### config.mk
export PLATFORM = sky130hd
export DESIGN_NAME = idata_unit
export DESIGN_NICKNAME = d
export VERILOG_FILES = /design/src/rtl/idata_pkg.sv /design/src/rtl/idata_decode.sv /design/src/rtl/idata_ram.sv /design/src/rtl/idata_sfr_port.sv /design/src/rtl/idata_unit.sv
export SDC_FILE = /design/constraint.sdc
export NUM_CORES = 2
export LEC_CHECK = 0
export ABC_AREA = 1
export BUFFER_PORTS_ARGS = -buffer_cell sky130_fd_sc_hd__buf_4
export CORE_ASPECT_RATIO = 1.25
export CORE_MARGIN = 2
export CORE_UTILIZATION = 53
export DETAILED_ROUTE_END_ITERATION = 12
export PLACE_DENSITY_LB_ADDON = 0.2
export SLEW_MARGIN = 30
export SYNTH_ARGS = -nofsm -noshare
export SYNTH_HDL_FRONTEND = slang
export SYNTH_HIERARCHICAL = 1
export SYNTH_SLANG_ARGS = --single-unit
### constraint.sdc
create_clock -name clk -period 6.1 [get_ports clk]
set_input_delay 0.61 -clock clk [delete_from_list [all_inputs] [get_ports clk]]
set_output_delay 0.61 -clock clk [all_outputs]
set_load 0.02 [all_outputs]
### src/rtl/idata_pkg.sv
`timescale 1ns/1ps
package idata_pkg;
  localparam int unsigned DW = 8;
  localparam int unsigned AW = 8;

  typedef enum logic [1:0] {
    K_BYTE = 2'b00,
    K_REG  = 2'b01,
    K_BIT  = 2'b10,
    K_RSVD = 2'b11
  } kind_e;

  typedef enum logic [2:0] {
    SRC_NONE,
    SRC_RAM_BYTE,
    SRC_RAM_BIT,
    SRC_SFR,
    SRC_PAGE
  } src_e;

  typedef struct packed {
    src_e          src;
    logic          ram_we;
    logic [AW-1:0] ram_addr;
    logic          bit_mode;
    logic [2:0]    bit_pos;
    logic          sfr_sel;
    logic          page_we;
  } route_t;
endpackage

### src/rtl/idata_decode.sv
`timescale 1ns/1ps
module idata_decode
  import idata_pkg::*;
#(
  parameter logic [AW-1:0] PAGE_ADDR = 8'h84,
  parameter logic [AW-1:0] BIT_BASE  = 8'h20,
  parameter int unsigned   BANK_W    = 2
) (
  input  logic              valid,
  input  logic [1:0]        kind,
  input  logic              indirect,
  input  logic              we,
  input  logic [AW-1:0]     addr,
  input  logic [BANK_W-1:0] bank,
  output route_t            route
);
  localparam int unsigned REG_W = 3;
  localparam int unsigned PAD_W = AW - BANK_W - REG_W;

  always_comb begin
    route          = '0;
    route.src      = SRC_NONE;
    if (valid) begin
      unique case (kind_e'(kind))
        K_REG: begin
          route.src      = SRC_RAM_BYTE;
          route.ram_addr = {{PAD_W{1'b0}}, bank, addr[REG_W-1:0]};
          route.ram_we   = we;
        end
        K_BIT: begin
          if (!addr[AW-1]) begin
            route.src      = SRC_RAM_BIT;
            route.ram_addr = BIT_BASE + {4'b0000, addr[6:3]};
            route.bit_mode = 1'b1;
            route.bit_pos  = addr[2:0];
            route.ram_we   = we;
          end
        end
        default: begin
          if (addr[AW-1] && !indirect) begin
            if (addr == PAGE_ADDR) begin
              route.src     = SRC_PAGE;
              route.page_we = we;
            end else begin
              route.src     = SRC_SFR;
              route.sfr_sel = 1'b1;
            end
          end else begin
            route.src      = SRC_RAM_BYTE;
            route.ram_addr = addr;
            route.ram_we   = we;
          end
        end
      endcase
    end
  end
endmodule

### src/rtl/idata_ram.sv
`timescale 1ns/1ps
module idata_ram
  import idata_pkg::*;
#(
  parameter int unsigned DEPTH = 256
) (
  input  logic          clk,
  input  logic          rst_n,
  input  logic          we,
  input  logic [AW-1:0] addr,
  input  logic          bit_mode,
  input  logic [2:0]    bit_pos,
  input  logic          bit_val,
  input  logic [DW-1:0] wbyte,
  output logic [DW-1:0] rdata
);
  localparam int unsigned IW = $clog2(DEPTH);

  logic [DW-1:0] mem [DEPTH];
  logic [DW-1:0] cur;
  logic [DW-1:0] merged;
  logic [IW-1:0] idx;

  assign idx = addr[IW-1:0];
  assign cur = mem[idx];

  for (genvar g = 0; g < DW; g++) begin : g_merge
    always_comb begin
      if (!bit_mode)                   merged[g] = wbyte[g];
      else if (bit_pos == 3'(g))       merged[g] = bit_val;
      else                             merged[g] = cur[g];
    end
  end

  always_ff @(posedge clk) begin
    if (we) mem[idx] <= merged;
  end

  always_ff @(posedge clk or negedge rst_n) begin
    if (!rst_n) rdata <= '0;
    else        rdata <= cur;
  end


  bit_merge_chk: assert property (@(posedge clk) disable iff (!rst_n)
    (we && bit_mode) |-> ($countones(merged ^ cur) <= 1));


  write_lands_chk: assert property (@(posedge clk) disable iff (!rst_n)
    we |=> (mem[$past(idx)] == $past(merged)));
endmodule

### src/rtl/idata_sfr_port.sv
`timescale 1ns/1ps
module idata_sfr_port
  import idata_pkg::*;
#(
  parameter logic [AW-1:0] PAGE_ADDR = 8'h84
) (
  input  logic          clk,
  input  logic          rst_n,
  input  logic          sel_i,
  input  logic          page_we_i,
  input  logic          we_i,
  input  logic [AW-1:0] addr_i,
  input  logic [DW-1:0] wdata_i,
  input  logic [DW-1:0] sfr_rdata,
  output logic          sfr_sel,
  output logic          sfr_we,
  output logic [DW-1:0] sfr_page,
  output logic [AW-1:0] sfr_addr,
  output logic [DW-1:0] sfr_wdata,
  output logic [DW-1:0] cap_q,
  output logic [DW-1:0] page_rd_q
);
  logic [DW-1:0] page_q;

  assign sfr_sel   = sel_i;
  assign sfr_we    = sel_i & we_i;
  assign sfr_page  = page_q;
  assign sfr_addr  = addr_i;
  assign sfr_wdata = wdata_i;

  always_ff @(posedge clk or negedge rst_n) begin
    if (!rst_n) begin
      page_q    <= '0;
      cap_q     <= '0;
      page_rd_q <= '0;
    end else begin
      if (page_we_i) page_q <= wdata_i;
      if (sel_i)     cap_q  <= sfr_rdata;
      page_rd_q <= page_q;
    end
  end


  page_hold_chk: assert property (@(posedge clk) disable iff (!rst_n)
    !page_we_i |=> $stable(page_q));


  strobe_upper_chk: assert property (@(posedge clk) disable iff (!rst_n)
    sel_i |-> (addr_i[AW-1] && addr_i != PAGE_ADDR && !page_we_i));
endmodule

### src/rtl/idata_unit.sv
`timescale 1ns/1ps
module idata_unit
  import idata_pkg::*;
#(
  parameter logic [7:0] PAGE_ADDR = 8'h84,
  parameter logic [7:0] BIT_BASE  = 8'h20,
  parameter int unsigned BANK_W   = 2,
  parameter int unsigned DEPTH    = 256
) (
  input  logic              clk,
  input  logic              rst_n,
  input  logic              req_valid,
  output logic              req_ready,
  input  logic [1:0]        req_kind,
  input  logic              req_indirect,
  input  logic              req_we,
  input  logic [7:0]        req_addr,
  input  logic [7:0]        req_wdata,
  input  logic              req_bit,
  input  logic [BANK_W-1:0] bank_sel,
  output logic              rsp_valid,
  output logic [7:0]        rsp_data,
  output logic              sfr_sel,
  output logic              sfr_we,
  output logic [7:0]        sfr_page,
  output logic [7:0]        sfr_addr,
  output logic [7:0]        sfr_wdata,
  input  logic [7:0]        sfr_rdata
);
  route_t        route;
  logic [DW-1:0] ram_rdata;
  logic [DW-1:0] cap_q;
  logic [DW-1:0] page_rd_q;
  src_e          src_q;
  logic [2:0]    bitpos_q;

  assign req_ready = 1'b1;

  idata_decode #(.PAGE_ADDR(PAGE_ADDR), .BIT_BASE(BIT_BASE), .BANK_W(BANK_W)) u_dec (
    .valid(req_valid), .kind(req_kind), .indirect(req_indirect), .we(req_we),
    .addr(req_addr), .bank(bank_sel), .route(route)
  );

  idata_ram #(.DEPTH(DEPTH)) u_ram (
    .clk(clk), .rst_n(rst_n), .we(route.ram_we), .addr(route.ram_addr),
    .bit_mode(route.bit_mode), .bit_pos(route.bit_pos), .bit_val(req_bit),
    .wbyte(req_wdata), .rdata(ram_rdata)
  );

  idata_sfr_port #(.PAGE_ADDR(PAGE_ADDR)) u_sfr (
    .clk(clk), .rst_n(rst_n), .sel_i(route.sfr_sel), .page_we_i(route.page_we),
    .we_i(req_we), .addr_i(req_addr), .wdata_i(req_wdata), .sfr_rdata(sfr_rdata),
    .sfr_sel(sfr_sel), .sfr_we(sfr_we), .sfr_page(sfr_page), .sfr_addr(sfr_addr),
    .sfr_wdata(sfr_wdata), .cap_q(cap_q), .page_rd_q(page_rd_q)
  );

  always_ff @(posedge clk or negedge rst_n) begin
    if (!rst_n) begin
      rsp_valid <= 1'b0;
      src_q     <= SRC_NONE;
      bitpos_q  <= '0;
    end else begin
      rsp_valid <= req_valid;
      src_q     <= route.src;
      bitpos_q  <= route.bit_pos;
    end
  end

  always_comb begin
    unique case (src_q)
      SRC_RAM_BYTE: rsp_data = ram_rdata;
      SRC_RAM_BIT:  rsp_data = {7'b0, ram_rdata[bitpos_q]};
      SRC_SFR:      rsp_data = cap_q;
      SRC_PAGE:     rsp_data = page_rd_q;
      default:      rsp_data = '0;
    endcase
  end


  rsp_follow_chk: assert property (@(posedge clk) disable iff (!rst_n)
    req_valid |=> rsp_valid);


  rsp_quiet_chk: assert property (@(posedge clk) disable iff (!rst_n)
    !req_valid |=> !rsp_valid);


  sfr_no_ram_chk: assert property (@(posedge clk) disable iff (!rst_n)
    sfr_sel |-> !route.ram_we);
endmodule

==> impl_metrics.toml <==
[status]
status = "completed"

[routing]
wl_met2_um = 119000
wl_per_cell_um = 22.3
routed.top_layer = "met5"
ant_nets = 0
vias = 60381
met3RoutedLength_um = 20400
routed_wl_um = 245000
first_pass_iters = 6
drt-met1-wl_um = 93300
via_per_inst = 5.49
drt_iter0_drc = 6897
post-route-drc-count = 0

[place]
place.port_buffers = 68
dp_cells = 10613
place_congestion = 0.923
hpwl_um = 147000

[clock_tree]
cts_setup_buffers = 0
clk_path_buf_depth = 3
clock_latency_ns = 0.86
clkSinkCount = 2087
clkSlewWorstSetupHoldPaths_ns = 0.06
cts_made_buffers = 197
clockRootBuffer = "clkbuf_16"
htreeDepth = 4
tritoncts = "yes"

[yosys]
synth.avg_cell_area_um2 = 10.3
synthCells = 8608
synth-seq-area-share = 0.708
ys_types = 30
syn_nets = 8644
yosysWarnings = 6
synth_seq_cells = 2087
synth_area_um2 = 88300

[floorplan]
die_h_um = 460
ios = 70
rows = 167
fp.dieArea_um2 = 170000
start_util = 0.533
fp.dieW_um = 369
coreArea_um2 = 165000

[power]
p_clk_frac = 0.396
power.share.sequential = 0.516
p_leak_nw = 39.5
p_per_area_nw_per_um2 = 314
power_switching_mw = 7.39
p_comb_frac = 0.088
ir_drop_mv = 0.240
p_int_mw = 23.4
p_sw_frac = 0.240

[grt]
track_usage = 0.288
antenna_found_initial = 8
grt_max_degree = 165
overflow = 0
grt_pass1_wl_um = 365000
grt_pass1_vias = 57361

[timing]
max_slew_margin = 0.299
skew_ns = 0.0416
fin_crit_sh = 0.786
hold_violations = 0
min_period_ns = 4.79
rsz0062_at_grt = "false"
max_freq_mhz = 209
setup_viol = 0
slew_viol_final = 0
tightest_slew_ns = 1.05
hold-worst-slack_ns = 0.0433

[setup_path]
crit_type = "input port to register"
cp.arrival_ns = 5.42
end_kind = "register"
critPathLaunchType = "input port"
crit_path_max_incr_delay_ns = 0.53
cp.required_ns = 6.73
r2r-start = "u_ram/mem[99][2]$_DFFE_PP_"
slowest_stage = "nor2_4"
crit_fanout = 48
critPathMostFrequentCell = "nand2_1"
path_buf_inv = 6
r2r_setup_slack_ns = 3.02
r2r_cells = 17
reg2reg_to = "u_ram/mem[14][2]$_DFFE_PP_"
crit_family = "simple AND/OR/NAND/NOR gates"

[final_layout]
final_nets = 8666
drive_gt1_frac = 0.0692
fillers = 13503
area_growth_pct = 11.2
final_cells = 11001

[hold_path]
holdPathEnd = "u_sfr/sfr_page[6]$_DFFE_PN0P_"
hp-class = "input port to register"
worstHoldPathCells = 3
hp-start = "req_wdata[6]"

[job]
maxCapViolCount = 0
[power by group through the flow]
| stage | Combinational, mW | Sequential, mW | Clock [mW] |
|---|---|---|---|
| 5_1_grt | 2.93 | 15.9 | 12.9 |
| 2_1_floorplan | 1.56 | 16.3 | 0 |
| 3_3_place_gp | 2.65 | 16.2 | 0 |
| 3_5_place_dp | 2.67 | 16.2 | 0 |
| 4_1_cts | 2.69 | 15.9 | 12.3 |
| 6_report | 2.72 | 15.9 | 12.2 |
[cell families after synthesis]
kind of cell    synth area share
simple gates               0.257
flops                      0.708
other cells            0.0000425
buf+inv                   0.0332
compound gates           0.00201
fa+ha+maj               0.000283
[what timing repair did]
| item | 4_1_cts | 5_1_grt |
|---|---|---|
| endpoints found under the hold margin | 53 | 0 |
| gates resized for setup | 0 | 0 |
| setup endpoints to repair | 0 | 0 |
| hold buffers | 15 | 0 |
[final cells by class]
cell class	count	area (um2)	share of cell area
sequential	2087	62500	0.636
clock inverter	127	1090	0.0111
antenna	5	12.5	0.000127
clock buffer	241	5280	0.0538
multi-input combinational	5991	23100	0.235
inverter	80	343	0.00349
timing repair buffer	273	3110	0.0317
tap	2197	2750	0.0280
[through the flow]
step           instance area, um2  TNS, ns  utilization  setup WS, ns  power, mW
2_1_floorplan               88300  -284.95            -        -0.557       17.8
3_3_place_gp                91600        0        0.553         0.549       18.8
3_5_place_dp                91600        0        0.553         0.573       18.9
4_1_cts                     98100        0        0.593          1.44       30.9
5_1_grt                     98100        0        0.593          1.22       31.7
6_report                    98200        0        0.593          1.31       30.8
[worst max path at each step]
| stage | startpoint | to | slack (ns) | cells past startpoint |
|---|---|---|---|---|
| final | req_kind[0] | u_ram/mem[61][5]$_DFFE_PP_ | 1.31 | 25 |
| after detailed placement | req_kind[0] | u_ram/mem[230][5]$_DFFE_PP_ | 0.57 | 25 |
| after CTS | req_kind[0] | u_ram/mem[230][5]$_DFFE_PP_ | 1.44 | 25 |
| after global placement | req_kind[0] | u_ram/mem[218][5]$_DFFE_PP_ | 0.55 | 25 |
| after global routing | req_kind[0] | u_ram/mem[62][5]$_DFFE_PP_ | 1.22 | 25 |
| after floorplan | req_kind[0] | u_ram/mem[0][4]$_DFFE_PP_ | -0.56 | 25 |
[layout by cell type (no fill, tap or decap), drive strengths merged]
| cell type | n |
|---|---|
| nor3 | 5 |
| conb | 1 |
| or2 | 1 |
| diode | 5 |
| inv | 86 |
| nand3b | 1 |
| nor2 | 640 |
| clkinvlp | 5 |
| ha | 2 |
| edfxtp | 2048 |
| o21ai | 15 |
| buf | 258 |
| nand2 | 5127 |
| nand3 | 181 |
| dfrtp | 39 |
| bufinv | 17 |
| o211ai | 2 |
| clkinv | 99 |
| clkbuf | 241 |
| a21oi | 16 |
| dlygate4sd3 | 15 |
[layer usage]
layer	track usage	up-vias
li1	-	27930
met1	0.374	29072
met2	0.472	2796
met3	0.0476	581
met4	0.144	2
met5	0	-
[worst min-delay path, stage by stage]
cell	delay, ns
buf_4	0.13
nand2_1	0.06
nand2_1	0.06
[registers in the layout, indices dropped and copies added, names as in the netlist]
| signal | count |
|---|---|
| bitpos_q | 3 |
| rsp_valid | 1 |
| src_q | 3 |
| u_ram/mem | 2048 |
| u_ram/rdata | 8 |
| u_sfr/cap_q | 8 |
| u_sfr/page_rd_q | 8 |
| u_sfr/sfr_page | 8 |
[synthesized netlist by cell type, drive strengths merged]
cell	instances	area (um2)
edfxtp	2048	61500
buf	309	2100
clkbuf	141	529
a21oi	16	83.8
nand3	181	911
nor3	5	36.3
nor2	640	2460
ha	2	25.0
or2	1	6.26
nand3b	1	7.51
o211ai	2	15.0
conb	1	3.75
nand2	5127	19300
o21ai	15	78.8
dfrtp	39	976
inv	80	308
Note: power is estimated with default switching activity, not from simulation.
